--- src/rtl/dma_chain_pkg.sv ---
package dma_chain_pkg;
  typedef enum logic [1:0] {
    ST_IDLE  = 2'd0,
    ST_FETCH = 2'd1,
    ST_XFER  = 2'd2,
    ST_DONE  = 2'd3
  } chain_state_e;

  localparam int DESC_WORDS = 4;
endpackage

--- src/rtl/dma_desc_fetch.sv ---
module dma_desc_fetch #(
  parameter int PTR_W  = 20,
  parameter int WORD_W = 32,
  parameter int CNT_W  = 16
) (
  input  logic               clk_i,
  input  logic               rst_ni,
  input  logic               start_i,
  input  logic [PTR_W-1:0]   start_addr_i,
  output logic               mem_req_o,
  output logic [PTR_W-1:0]   mem_addr_o,
  input  logic               mem_ready_i,
  input  logic [WORD_W-1:0]  mem_rdata_i,
  output logic               done_o,
  output logic               last_word_o,
  output logic [PTR_W-1:0]   link_o,
  output logic [CNT_W-1:0]   cnt_o,
  output logic [PTR_W-2:0]   mod_o,
  output logic [PTR_W-2:0]   idx_o
);
  import dma_chain_pkg::*;
  localparam int OFS_W = PTR_W - 1;
  localparam int SEL_W = $clog2(DESC_WORDS);
  localparam int HELD  = DESC_WORDS - 1;

  logic              fetching_q;
  logic [SEL_W-1:0]  sel_q;
  logic [PTR_W-1:0]  base_q;
  logic [WORD_W-1:0] word_q [HELD];
  logic              unused_hi;

  assign mem_req_o   = fetching_q;
  assign mem_addr_o  = base_q + PTR_W'(sel_q);
  assign last_word_o = fetching_q && (sel_q == SEL_W'(HELD));
  assign done_o      = last_word_o && mem_ready_i;

  always_ff @(posedge clk_i or negedge rst_ni) begin
    if (!rst_ni) begin
      fetching_q <= 1'b0;
      sel_q      <= '0;
      base_q     <= '0;
    end else if (start_i) begin
      fetching_q <= 1'b1;
      sel_q      <= '0;
      base_q     <= start_addr_i;
    end else if (fetching_q && mem_ready_i) begin
      sel_q <= sel_q + 1'b1;
      if (last_word_o) fetching_q <= 1'b0;
    end
  end

  // words 0..2 are held; word 3 (index) is consumed straight from the bus
  for (genvar w = 0; w < HELD; w++) begin : g_word
    always_ff @(posedge clk_i or negedge rst_ni) begin
      if (!rst_ni)                                              word_q[w] <= '0;
      else if (fetching_q && mem_ready_i && sel_q == SEL_W'(w)) word_q[w] <= mem_rdata_i;
    end
  end

  assign link_o = word_q[0][PTR_W-1:0];
  assign cnt_o  = word_q[1][CNT_W-1:0];
  assign mod_o  = word_q[2][OFS_W-1:0];
  assign idx_o  = mem_rdata_i[OFS_W-1:0];

  assign unused_hi = ^{word_q[0][WORD_W-1:PTR_W], word_q[1][WORD_W-1:CNT_W],
                       word_q[2][WORD_W-1:OFS_W], mem_rdata_i[WORD_W-1:OFS_W]};
endmodule

--- src/rtl/dma_addr_gen.sv ---
module dma_addr_gen #(
  parameter int               PTR_W    = 20,
  parameter int               CNT_W    = 16,
  parameter logic [PTR_W-1:0] MEM_BASE = 20'h80000
) (
  input  logic             clk_i,
  input  logic             rst_ni,
  input  logic             load_i,
  input  logic [CNT_W-1:0] cnt_i,
  input  logic [PTR_W-2:0] mod_i,
  input  logic [PTR_W-2:0] idx_i,
  input  logic             step_i,
  output logic [PTR_W-1:0] addr_o,
  output logic             last_o,
  output logic [PTR_W-2:0] mod_o
);
  logic [CNT_W-1:0] cnt_q;
  logic [PTR_W-2:0] idx_q, mod_q;

  always_ff @(posedge clk_i or negedge rst_ni) begin
    if (!rst_ni) begin
      cnt_q <= '0;
      idx_q <= '0;
      mod_q <= '0;
    end else if (load_i) begin
      cnt_q <= cnt_i;
      idx_q <= idx_i;
      mod_q <= mod_i;
    end else if (step_i) begin
      cnt_q <= cnt_q - 1'b1;
      idx_q <= idx_q + mod_q;  // 19-bit wrap gives signed add
    end
  end

  assign addr_o = MEM_BASE + PTR_W'(idx_q);
  assign last_o = (cnt_q == CNT_W'(1));
  assign mod_o  = mod_q;
endmodule

--- src/rtl/dma_irq_unit.sv ---
module dma_irq_unit (
  input  logic clk_i,
  input  logic rst_ni,
  input  logic fire_i,
  input  logic clr_i,
  output logic pulse_o,
  output logic status_o
);
  logic pulse_q, status_q;

  always_ff @(posedge clk_i or negedge rst_ni) begin
    if (!rst_ni) begin
      pulse_q  <= 1'b0;
      status_q <= 1'b0;
    end else begin
      pulse_q <= fire_i;
      if (fire_i)     status_q <= 1'b1;
      else if (clr_i) status_q <= 1'b0;
    end
  end

  assign pulse_o  = pulse_q;
  assign status_o = status_q;
endmodule

--- src/rtl/dma_chain_ctrl.sv ---
module dma_chain_ctrl #(
  parameter int               PTR_W    = 20,
  parameter int               WORD_W   = 32,
  parameter int               CNT_W    = 16,
  parameter logic [PTR_W-1:0] MEM_BASE = 20'h80000
) (
  input  logic              clk_i,
  input  logic              rst_ni,
  input  logic              cp_wr_i,
  input  logic [PTR_W-1:0]  cp_wdata_i,
  input  logic              irq_clr_i,
  output logic              mem_req_o,
  output logic [PTR_W-1:0]  mem_addr_o,
  input  logic              mem_ready_i,
  input  logic [WORD_W-1:0] mem_rdata_i,
  output logic              xfer_valid_o,
  output logic [PTR_W-1:0]  xfer_addr_o,
  input  logic              xfer_ready_i,
  output logic              busy_o,
  output logic              irq_pulse_o,
  output logic              irq_status_o
);
  import dma_chain_pkg::*;
  localparam int OFS_W = PTR_W - 1;

  chain_state_e     state_q, state_d;
  logic             pci_q, pend_v_q;
  logic [PTR_W-1:0] pend_q;

  logic             fetch_start, fetch_done, fetch_last;
  logic [PTR_W-1:0] link, start_word, start_addr, next_word;
  logic [CNT_W-1:0] desc_cnt;
  logic [OFS_W-1:0] desc_mod, desc_idx, cur_mod;
  logic             xfer_last, cp_nz, next_nz, fire;

  assign cp_nz      = |cp_wdata_i[OFS_W-1:0];
  assign next_word  = cp_wr_i ? cp_wdata_i : (pend_v_q ? pend_q : link);
  assign next_nz    = |next_word[OFS_W-1:0];
  assign start_word = (state_q == ST_IDLE) ? cp_wdata_i : next_word;
  assign start_addr = MEM_BASE + PTR_W'(start_word[OFS_W-1:0]);
  assign fetch_start = ((state_q == ST_IDLE) && cp_wr_i && cp_nz) ||
                       ((state_q == ST_DONE) && next_nz);
  assign fire = (state_q == ST_DONE) && (pci_q || !next_nz);

  always_comb begin
    state_d = state_q;
    unique case (state_q)
      ST_IDLE:  if (cp_wr_i && cp_nz) state_d = ST_FETCH;
      ST_FETCH: if (fetch_done) state_d = (desc_cnt == '0) ? ST_DONE : ST_XFER;
      ST_XFER:  if (xfer_ready_i && xfer_last) state_d = ST_DONE;
      ST_DONE:  state_d = next_nz ? ST_FETCH : ST_IDLE;
      default:  state_d = ST_IDLE;
    endcase
  end

  always_ff @(posedge clk_i or negedge rst_ni) begin
    if (!rst_ni) begin
      state_q  <= ST_IDLE;
      pci_q    <= 1'b0;
      pend_v_q <= 1'b0;
      pend_q   <= '0;
    end else begin
      state_q <= state_d;
      if (fetch_start) pci_q <= start_word[PTR_W-1];
      if (state_q == ST_DONE) begin
        pend_v_q <= 1'b0;
      end else if (cp_wr_i && (state_q == ST_FETCH || state_q == ST_XFER)) begin
        pend_v_q <= 1'b1;
        pend_q   <= cp_wdata_i;
      end
    end
  end

  dma_desc_fetch #(.PTR_W(PTR_W), .WORD_W(WORD_W), .CNT_W(CNT_W)) u_fetch (
    .clk_i, .rst_ni,
    .start_i      (fetch_start),
    .start_addr_i (start_addr),
    .mem_req_o, .mem_addr_o, .mem_ready_i, .mem_rdata_i,
    .done_o       (fetch_done),
    .last_word_o  (fetch_last),
    .link_o       (link),
    .cnt_o        (desc_cnt),
    .mod_o        (desc_mod),
    .idx_o        (desc_idx)
  );

  dma_addr_gen #(.PTR_W(PTR_W), .CNT_W(CNT_W), .MEM_BASE(MEM_BASE)) u_agen (
    .clk_i, .rst_ni,
    .load_i (fetch_done),
    .cnt_i  (desc_cnt),
    .mod_i  (desc_mod),
    .idx_i  (desc_idx),
    .step_i (xfer_valid_o && xfer_ready_i),
    .addr_o (xfer_addr_o),
    .last_o (xfer_last),
    .mod_o  (cur_mod)
  );

  dma_irq_unit u_irq (
    .clk_i, .rst_ni,
    .fire_i   (fire),
    .clr_i    (irq_clr_i),
    .pulse_o  (irq_pulse_o),
    .status_o (irq_status_o)
  );

  assign xfer_valid_o = (state_q == ST_XFER);
  assign busy_o       = (state_q != ST_IDLE);
endmodule

--- config.mk ---
export PLATFORM = sky130hd
export DESIGN_NAME = dma_chain_ctrl
export DESIGN_NICKNAME = d
export VERILOG_FILES = /design/src/rtl/dma_chain_pkg.sv /design/src/rtl/dma_desc_fetch.sv /design/src/rtl/dma_addr_gen.sv /design/src/rtl/dma_irq_unit.sv /design/src/rtl/dma_chain_ctrl.sv
export SDC_FILE = /design/constraint.sdc
export NUM_CORES = 1
export LEC_CHECK = 0
export ABC_CLOCK_PERIOD_IN_PS = 3300
export BUFFER_PORTS_ARGS = -buffer_cell sky130_fd_sc_hd__clkbuf_2
export CELL_PAD_IN_SITES_DETAIL_PLACEMENT = 0
export CELL_PAD_IN_SITES_GLOBAL_PLACEMENT = 1
export CORE_AREA = 4 4 141 143
export CTS_CLUSTER_SIZE = 25
export DETAILED_ROUTE_END_ITERATION = 12
export DIE_AREA = 0 0 145 147
export PLACE_DENSITY = 0.92
export SYNTH_ARGS = -nofsm -noshare
export SYNTH_HDL_FRONTEND = slang
export SYNTH_HIERARCHICAL = 1
export SYNTH_SLANG_ARGS = --single-unit
export TNS_END_PERCENT = 100
--- constraint.sdc ---
create_clock -name clk_i -period 3.3 [get_ports clk_i]
set_input_delay 0 -clock clk_i [delete_from_list [all_inputs] [get_ports clk_i]]
set_output_delay 0 -clock clk_i [all_outputs]
set_load 0.05 [all_outputs]
# After elaboration in Yosys (flattened, before gate mapping)
# Index checks and enable logic that the tools add are counted.
# W data, S select, Z words.
# word_totals
register_bits	158
# classes
add_sub_neg	6
eq_ne	10
n_mux	22
bitwise	1
n_reduce_logical	32
# op_table
operator	count
$mux W20	3
$add A20 B19 Y20 const A	2
$mux W19	2
$reduce_or A19 Y1	2
$mux W16	2
$add A20 B2 Y20	1
$add A19 B19 Y19	1
$eq A16 B1 Y1 const B	1
$logic_not A16 Y1	1
$sub A16 B1 Y16 const B	1
$logic_and A1 B1 Y1	14
$reduce_bool A2 Y1	6
$mux W2	5
$mux W1	9
$eq A2 B2 Y1 const B	4
$pmux W2 S4	1
$eq A2 B1 Y1 const B	2
$logic_not A2 Y1	2
$ne A2 B1 Y1 const B	2
$reduce_and A2 Y1	2
$logic_or A1 B1 Y1	3
$reduce_and A3 Y1	1
$add A2 B1 Y2 const B	1
$ne A2 B2 Y1 const B	1
2 further kinds	2

# Longest topological paths before layout
# Gate-level depths: netlist (run 1).
# logic_depth
word_depth	7
mapped_depth	11
ltp_nobuf	10

# By module
# The synthesis (run 1) kept the hierarchy.
# modules_own_cells
mod	n_inst	cells_per_inst	area_each_um2	seq_area_each_um2
dma_desc_fetch	1	258	3502.1	1951.9
dma_addr_gen	1	361	3372.0	1351.3
dma_chain_ctrl	1	175	1694.1	600.6
dma_irq_unit	1	4	61.3	50.0

# Worst setup path after synthesis (run 1)
# Ideal clock, no wire load.
# synth_timing
kind	reg2reg
start	reg u_agen.idx_q[0]
end	reg u_agen.idx_q[18]
t_arrival_ns	2.379
required_time_ns	3.169
path_slack_ns	0.790
stages_incl_launch_ff	10
cell_sequence	dfrtp_1 ha_1 inv_1 fa_1 nor2b_1 o2111ai_1 a31o_1 a311oi_1 xor2_1 o21ai_1
# synth_between
elab_chain_len	3
# synth_rtl
element	line_no	text
start, declared	dma_addr_gen.sv:18	logic [PTR_W-2:0] idx_q, mod_q;
start signal, assigned	dma_addr_gen.sv:27	idx_q <= idx_i;
start signal, assigned	dma_addr_gen.sv:31	idx_q <= idx_q + mod_q;
$add A19 B19 Y19	dma_addr_gen.sv:31	
$mux W19	dma_addr_gen.sv:29	end else if (step_i) begin
$mux W19	dma_addr_gen.sv:25	end else if (load_i) begin
# Every way passes these cells. The select of a mux whose other input is x is not followed.
# A chain may end at the register's enable or synchronous reset.

# Worst setup path after layout (run 1)
# layout_timing
start	reg u_fetch.sel_q[0]
end	out mem_addr_o[16]
# layout_between
elab_chain_len	1
# layout_rtl
element	line_no	text
start, declared	dma_desc_fetch.sv:27	logic [SEL_W-1:0] sel_q;
start signal, assigned	dma_desc_fetch.sv:47	sel_q <= sel_q + 1'b1;
$add A20 B2 Y20	dma_desc_fetch.sv:33	assign mem_addr_o = base_q + PTR_W'(sel_q);
end, declared	dma_chain_ctrl.sv:13	output logic [PTR_W-1:0] mem_addr_o,
# Every way passes these cells.

==> summary.txt, run 1 <==
Syn_area_per_cell - 10.8 µm²
Reg2reg setup slack - 0.61 ns
Worst-Skew Late Latency - 0.42 ns
Warnings, synthesis - 6
Slowest CP cell - nor4_1
IO Count - 103
Vias in the first global route - 6,581
# DRC - 0
Crit Path Class - register to primary output
NetSw - 4620 µW
Fmax - 0.345 GHz
CTS Root Cell - clkbuf_16
Peak VDD IR - 0.454 mV
CTS tree - yes
Final ANT Viol Nets - 0
Core Box Area - 18,600 µm²
CP Data Arrival Time - 2.90 ns
Max Buffers Root-to-Sink - 2
Crit-path cells - ha_1 -> inv_1 -> fa_1 -> nand2b_1 -> nor4_1 -> nand3_1 -> xnor2_1 -> clkbuf_2
DRT Pass-1 Iters - 5
Antenna violations before repair - 0
Tmin final - 2.90 ns
Gates resized, CTS repair - 0
DPL Wire Length - 13,900 µm
Total power - 10,900 µW
Comb power frac - 0.476
Crit end category - primary output
Total grt overflow - 0
CTS H-tree depth - 4
Fin util - 0.549
Routed via count - 6,313
Share of layout cells above drive strength 1 - 0.286
Setup crit start kind - register
Hold_buf cts - 45
Hold Vio Cnt, Final - 0
Synth Instances - 797
Drt total wl - 19,400 µm
CP required - 3.30 ns
Sw frac - 0.424
# Post-CTS Setup Buffers - 0
Fill cells - 1,584
Number of port buffers - 89
Largest fanout on the critical path - 4
Setup Viol. Count Final - 0
Num rows - 50
Die X - 145 µm
Initial drt markers - 370
Ant. Diodes - 0
HP Class - primary input to asynchronous set/reset pin
RSZ-0062 raised after global routing - false
CTS sink cnt - 158
RR Endpoint - state_q[1]
Nets - 992
Die Y - 147 µm
Initial Util - 0.464
Clk_skew - 0.00830 ns
Die area - 21,300 µm²
Wire length per cell - 16.9 µm
Sequential Power Share - 0.344
TNS Setup - 0 ns
Clock share of power - 0.180
Placer Congestion - 0.855
Relative slew slack - 0.299
Largest net degree at the start of global routing - 99
Reg2reg start - u_agen/cnt_q[7]
Global-route wire length before repair - 32,900 µm
Worst-margin pin slew - 1.05 ns
Crit-path max cell delay - 0.55 ns
GR Util All Layers - 0.189
Vias per inst - 5.49
P_int - 6270 µW
Pleak - 0.00454 µW
Clk slew on worst S/H paths - 0.06 ns
P&R area growth vs syn - 18.3%
Syn_nets - 887
Inserted Clock Buffers - 17
Power density cells - 1070 nW/µm²
Hold Slack - 0.243 ns
Max-slew violation count - 0
Status - finished clean
MaxCap Viol Count - 0
R2r worst-path depth - 8
Post-synthesis cell area - 8620 µm²
Fin crit share - 0.880
## registers in the layout, summed over array words and instances, names as in the netlist
signal / cells
u_fetch/cnt_o: 16
pend_v_q: 1
pend_q: 20
u_fetch/mod_o: 19
u_fetch/sel_q: 2
pci_q: 1
u_agen/idx_q: 19
u_fetch/link_o: 20
state_q: 2
u_agen/cnt_q: 16
u_irq/pulse_o: 1
u_fetch/base_q: 20
u_irq/status_o: 1
u_agen/mod_o: 19
u_fetch/mem_req_o: 1
## worst max path at each step
stage | from | endpoint | slack, ns
final | u_fetch/sel_q[0] | mem_addr_o[16] | 0.40
after global routing | u_fetch/sel_q[0] | mem_addr_o[16] | 0.20
after CTS | u_fetch/sel_q[0] | mem_addr_o[16] | 0.42
after detailed placement | u_agen/cnt_q[8] | state_q[1] | 0.64
after global placement | u_agen/cnt_q[8] | state_q[1] | 0.68
after floorplan | u_agen/idx_q[0] | u_agen/idx_q[18] | 0.79
## metal layers
metal | track usage | up-vias | routed length [µm]
li1 | - | 3005 | -
met1 | 0.243 | 3138 | 8800
met2 | 0.318 | 132 | 9520
met3 | 0.0339 | 38 | 610
met4 | 0.0751 | 0 | 440
met5 | 0 | - | 0
## per-stage QoR
step	area, µm²	setup WS, ns	cells
2_1_floorplan	8620	0.790	797
3_5_place_dp	9160	0.638	1072
6_report	10200	0.398	1149
4_1_cts	10200	0.422	1149
5_1_grt	10200	0.203	1149
3_3_place_gp	9160	0.680	1072
## worst max-delay path, delay by kind of cell, from the launching register on
| family | cells | cell delay [ns] |
|---|---|---|
| and+or+nand+nor | 3 | 0.94 |
| xor gates and xnor gates | 1 | 0.17 |
| buffers and inverters | 2 | 0.35 |
| DFF | 1 | 0.42 |
| adders and majority gates | 2 | 0.60 |
## layout make-up
class | count | area, µm² | area share
Multi-Input combinational cell | 555 | 4260 | 0.418
Sequential cell | 158 | 3950 | 0.388
Timing Repair Buffer | 144 | 1000 | 0.0982
Clock buffer | 22 | 484 | 0.0475
Tap cell | 234 | 293 | 0.0287
Clock inverter | 10 | 111 | 0.0109
Inverter | 26 | 97.6 | 0.00957
## placed cells by master (no fill, tap or decap), types with 3 or more instances in the layout
cell,n
nor4_1,16
nor2b_1,11
buf_4,8
clkinv_2,4
o21bai_1,3
ha_1,30
mux2i_1,31
nor3_1,7
nand2_1,79
clkbuf_16,17
mux2_2,112
clkbuf_8,4
inv_1,26
nand2b_1,4
nand3_1,20
nand4_1,14
nor4_2,5
clkinvlp_4,3
a21oi_1,28
o21ai_1,4
xnor2_1,31
a21o_1,9
a211oi_1,4
nor2_1,25
dfrtp_1,158
dlygate4sd3_1,45
clkbuf_2,88
o21ai_0,57
nand3b_1,3
a22oi_1,8
xor2_1,16
## power groups by stage
stage	clock (µW)	combinational [µW]	sequential, µW
global route	2080	5680	3880
global placement	0	5010	3730
detailed placement	0	5120	3760
floorplan	0	3810	3920
finish	1960	5190	3740
CTS	1990	5200	3740
Note: power is estimated with default switching activity, not from simulation.
==> run 2: changes to the inputs <==
Settings changed: CORE_AREA 4 4 141 143 to 4 4 120 168, DIE_AREA 0 0 145 147 to 0 0 124 172.
==> summary.txt, run 2 (synthesis results as in run 1) <==
Status - finished clean
Clk_skew - 0.0140 ns (+0.00569 ns)
Tmin final - 2.88 ns (-0.0225 ns)
CP Data Arrival Time - 2.88 ns (-0.02 ns)
Share of layout cells above drive strength 1 - 0.287 (+0.000779)
Die area - 21,300 µm² (about the same)
Clk slew on worst S/H paths - 0.06 ns (about the same)
Fmax - 0.347 GHz (+0.78%)
IO Count - 103 (unchanged)
HP Class - primary input to register
Crit end category - primary output
Antenna violations before repair - 0 (unchanged)
CTS sink cnt - 158 (unchanged)
Fin crit share - 0.873 (-0.00683)
Wire length per cell - 16.7 µm (-0.76%)
Num rows - 59 (+18%)
Routed via count - 6,225 (-1.4%)
Setup ws final - 0.420 ns (+0.0225 ns)
Vias in the first global route - 6,458 (-1.9%)
Relative slew slack - 0.316 (+0.0175)
Core Box Area - 18,500 µm² (-0.28%)
Met1 Routed Length - 8160 µm (-7.3%)
Hold Vio Cnt, Final - 0 (unchanged)
# DRC - 0 (unchanged)
Met3 Wirelength - 674 µm (+10%)
Met2 wire len - 10,200 µm (+6.9%)
P&R area growth vs syn - 18.9%
DR top layer - met4
Inserted Clock Buffers - 17 (unchanged)
RSZ-0062 raised after global routing - false
Number of port buffers - 89 (unchanged)
Vias per inst - 5.37 (-2.3%)
Post-Place Setup Slack - 0.651 ns (+0.0128 ns)
Fin util - 0.553 (+0.00436)
Drt total wl - 19,400 µm (+0.19%)
Worst-Skew Late Latency - 0.43 ns (about the same)
DRT Pass-1 Iters - 5 (unchanged)
Die Y - 172 µm (+17%)
CTS H-tree depth - 4 (unchanged)
Initial Util - 0.465 (+0.00128)
CP required - 3.30 ns (about the same)
Placer Congestion - 0.844 (-1.3%)
Largest net degree at the start of global routing - 91 (-8.1%)
Nets - 993 (+0.10%)
Gates resized, CTS repair - 0 (unchanged)
Most frequent cells in the layout - dfrtp_1, mux2_2, clkbuf_2
CTS tree - yes
Worst-margin pin slew - 1.02 ns (-0.0267 ns)
Cells after DPL - 1,084 (+1.1%)
Largest fanout on the critical path - 4 (unchanged)
Total grt overflow - 0 (unchanged)
# Post-CTS Setup Buffers - 0 (unchanged)
Most common cell after layout, fill and taps aside - dfrtp_1
Initial drt markers - 356 (-3.8%)
TNS Setup - 0 ns (unchanged)
Reg2reg setup slack - 0.63 ns (+0.02 ns)
Pleak - 0.00456 µW (+0.45%)
Die X - 124 µm (-14%)
Setup Viol. Count Final - 0 (unchanged)
Power density cells - 1080 nW/µm² (+0.84%)
CTS Root Cell - clkbuf_16
Ant. Diodes - 0 (unchanged)
Hold_buf cts - 44 (-2.2%)
Final std cells w/o fill - 1,160 (+0.96%)
DPL Wire Length - 14,300 µm (+2.9%)
Crit Path Class - register to primary output
Global-route wire length before repair - 31,800 µm (-3.6%)
Final ANT Viol Nets - 0 (unchanged)
Max Buffers Root-to-Sink - 2 (unchanged)
Max-slew violation count - 0 (unchanged)
Peak VDD IR - 0.566 mV (+25%)
GR Util All Layers - 0.192 (+0.00341)
MaxCap Viol Count - 0 (unchanged)
Setup crit start kind - register
## run 2: routing by layer
layer	up-vias	global-route usage
met1	3054	0.232
met2	138	0.343
li1	3007	-
met5	-	0
met3	26	0.0353
met4	0	0.0643
## run 2: worst paths after layout
path | endpoint | start | cells past startpoint
max | mem_addr_o[16] | u_fetch/sel_q[0] | 8
min | state_q[0] | xfer_ready_i | 4
max reg2reg | state_q[1] | u_agen/cnt_q[8] | 8
min reg2reg | u_agen/mod_o[1] | u_fetch/mod_o[1] | 2
max in group asynchronous | u_fetch/cnt_o[4] | rst_ni | 3
min in group asynchronous | u_fetch/mod_o[1] | rst_ni | 2
## run 2: layout make-up
class | instances | area, µm²
fill | 1584 | 8270
multi-input combinational | 555 | 4260
sequential | 158 | 3950
timing repair buffer | 145 | 982
clock buffer | 20 | 447
tap | 244 | 305
clock inverter | 12 | 209
inverter | 26 | 97.6
## run 2: report_power, final
part	internal [µW]	switching (µW)	total (µW)
combinational	2170	2970	5140
sequential	2910	831	3750
clock	1370	787	2160
## run 2: critical path, cell delays in order, from the launching register on
cell	delay, ns
dfrtp_1	0.41
ha_1	0.18
inv_1	0.05
fa_1	0.40
nand2b_1	0.22
nor4_1	0.55
nand3_1	0.18
xnor2_1	0.17
clkbuf_2	0.29
## run 2: metrics by stage
stage               power (µW)  cell area (µm²)  hold WS [ns]
floorplan                 7740             8620        -0.296
global placement          8710             9160         0.126
detailed placement        8850             9160         0.130
CTS                      11100            10300       0.00183
global route             11800            10300        0.0312
finish                   11000            10300       0.00796
==> run 3: changes to the inputs <==
Settings changed: ABC_CLOCK_PERIOD_IN_PS 3300 to 2350, CORE_AREA 4 4 120 168 to 4 4 127 177, DIE_AREA 0 0 124 172 to 0 0 131 181, PLACE_DENSITY 0.92 to 0.87.
Clock period 3.3 ns to 2.35 ns, I/O delays scaled along.
==> summary.txt, run 3 (synthesis results as in run 1) <==
CP Data Arrival Time - 2.82 ns (-0.06 ns)
DPL Wire Length - 15,200 µm (+6.2%)
Setup crit start kind - register
GR Util All Layers - 0.179 (-0.0130)
CP required - 2.66 ns (-0.64 ns)
Ant. Diodes - 0 (unchanged)
Largest fanout on the critical path - 2 (-2)
Setup ws final - -0.163 ns (-0.583 ns)
Most frequent cells in the layout - dfrtp_1, mux2_2, nand2_1
CTS Root Cell - clkbuf_16
RR Endpoint - state_q[1]
Final ANT Viol Nets - 0 (unchanged)
P&R area growth vs syn - 25.0%
Total grt overflow - 0 (unchanged)
Number of port buffers - 89 (unchanged)
Final instance area - 10,800 µm² (+5.1%)
Worst path bufs/invs - 0 (-2)
CTS tree - yes
Share of layout cells above drive strength 1 - 0.347 (+0.0595)
Nets - 1,032 (+3.9%)
Global-route wire length before repair - 33,700 µm (+6.0%)
DRT Pass-1 Iters - 4 (-1)
Die area - 23,700 µm² (+11%)
Hold path depth - 4 (unchanged)
Slowest CP cell - or4_4
Reg2reg start - u_agen/cnt_q[8]
Crit path capture - state_q[1]
Drt total wl - 20,400 µm (+4.9%)
Core Box Area - 21,000 µm² (+14%)
RSZ-0062 raised after global routing - true
Crit-path cells - or3_4 -> or4_4 -> nor3_4 -> nand2b_2 -> nor4b_2 -> nand2_1 -> a221oi_4 -> mux2_4
Status - finished with violations
Critical path startpoint - u_agen/cnt_q[8]
Wire length per cell - 16.8 µm (+0.14%)
Largest delay share family, worst path - simple AND/OR/NAND/NOR gates
IO Count - 103 (unchanged)
Hold Vio Cnt, Final - 0 (unchanged)
Crit end category - register
Vias per inst - 5.23 (-2.6%)
Initial drt markers - 263 (-26%)
Peak VDD IR - 0.834 mV (+47%)
MaxCap Viol Count - 0 (unchanged)
Fin crit share - 1.07
Initial Util - 0.410 (-0.0557)
Reg2reg setup slack - -0.16 ns (-0.79 ns)
Power density cells - 1480 nW/µm² (+37%)
R2r worst-path depth - 8 (unchanged)
Vias in the first global route - 6,699 (+3.7%)
Clk_skew - 0.00724 ns (-0.00675 ns)
Routed via count - 6,349 (+2.0%)
Critical path depth in cells - 8 (unchanged)
Fmax - 0.398 GHz
Worst-Skew Late Latency - 0.43 ns (about the same)
DP Area - 9520 µm² (+3.9%)
Largest net degree at the start of global routing - 59 (-35%)
Hold Slack - 0.0908 ns (+0.0828 ns)
Violated checks - negative setup slack
Die X - 131 µm (+5.6%)
CTS H-tree depth - 4 (unchanged)
Pleak - 0.00482 µW (+5.6%)
Antenna violations before repair - 0 (unchanged)
TNS Setup - -0.273 ns (-0.273 ns)
Max-slew violation count - 0 (unchanged)
# DRC - 0 (unchanged)
Inserted Clock Buffers - 17 (unchanged)
FF/Latch Area - 3960 µm² (about the same)
Placer Congestion - 0.905 (+7.3%)
Crit Path Class - register to register
Max Buffers Root-to-Sink - 2 (unchanged)
Setup Viol. Count Final - 3 (+3)
Tmin final - 2.51 ns
Multi-input gate area - 4460 µm² (+4.7%)
Worst-margin pin slew - 0.623 ns (-0.400 ns)
Relative slew slack - 0.583 (+0.267)
Most common cell after layout, fill and taps aside - dfrtp_1
Crit-path max cell delay - 0.44 ns (-0.11 ns)
Fill cells - 1,873 (+18%)
Clk slew on worst S/H paths - 0.06 ns (about the same)
Num rows - 63 (+6.8%)
CTS sink cnt - 158 (unchanged)
Die Y - 181 µm (+5.2%)
HP Class - primary input to register
## run 3: repair_timing
| action | 4_1_cts | 5_1_grt |
|---|---|---|
| pin swaps | 8 | 13 |
| endpoints found under the hold margin | 168 | 0 |
| hold buffers | 44 | 0 |
| setup buffers | 5 | 4 |
| gates cloned | 0 | 0 |
| setup endpoints to repair | 12 | 19 |
| resized for setup | 21 | 28 |
## run 3: final cells by class
class | instances | area share
flip-flops and latches | 158 | 0.367
multi-input cells | 555 | 0.414
clock inverters | 12 | 0.00894
well taps | 260 | 0.0302
clock buffers | 20 | 0.0414
inverters | 26 | 0.00906
repair buffers | 184 | 0.130
## run 3: stage by stage
| step | utilization | std cells | setup WS (ns) | power (µW) |
|---|---|---|---|---|
| 2_1_floorplan | - | 797 | -0.130 | 10900 |
| 3_3_place_gp | 0.452 | 1130 | -0.150 | 12800 |
| 3_5_place_dp | 0.452 | 1130 | -0.184 | 13000 |
| 4_1_cts | 0.505 | 1211 | -0.146 | 15800 |
| 5_1_grt | 0.512 | 1215 | -0.275 | 17000 |
| 6_report | 0.512 | 1215 | -0.163 | 15900 |
## run 3: worst min path at each step
stage,endpoint,slack (ns),startpoint
6_report,state_q[1],0.09,xfer_ready_i
5_1_grt,state_q[1],0.12,xfer_ready_i
4_1_cts,state_q[1],0.03,xfer_ready_i
3_5_place_dp,u_fetch/base_q[17],0.02,rst_ni
3_3_place_gp,u_fetch/base_q[17],-0.004,rst_ni
2_1_floorplan,pci_q,-0.30,rst_ni
## run 3: report_power, final
part           internal, µW  switching (µW)  leakage, µW
clock network          1470            1070     0.000265
logic                  3640            4450      0.00264
registers              4090            1180      0.00192
## run 3: metal layers
layer,global-route usage,up-vias,share of wire
li1,-,3086,-
met1,0.217,3101,0.42
met2,0.315,133,0.53
met3,0.0343,29,0.032
met4,0.0580,0,0.022
met5,0,-,0
## run 3: tightest hold or removal path, delay by kind of cell
family / cells / cell delay, ns
simple gates: 1 / 0.10
buf+inv: 1 / 0.11
compound gates: 1 / 0.07
mux: 1 / 0.19
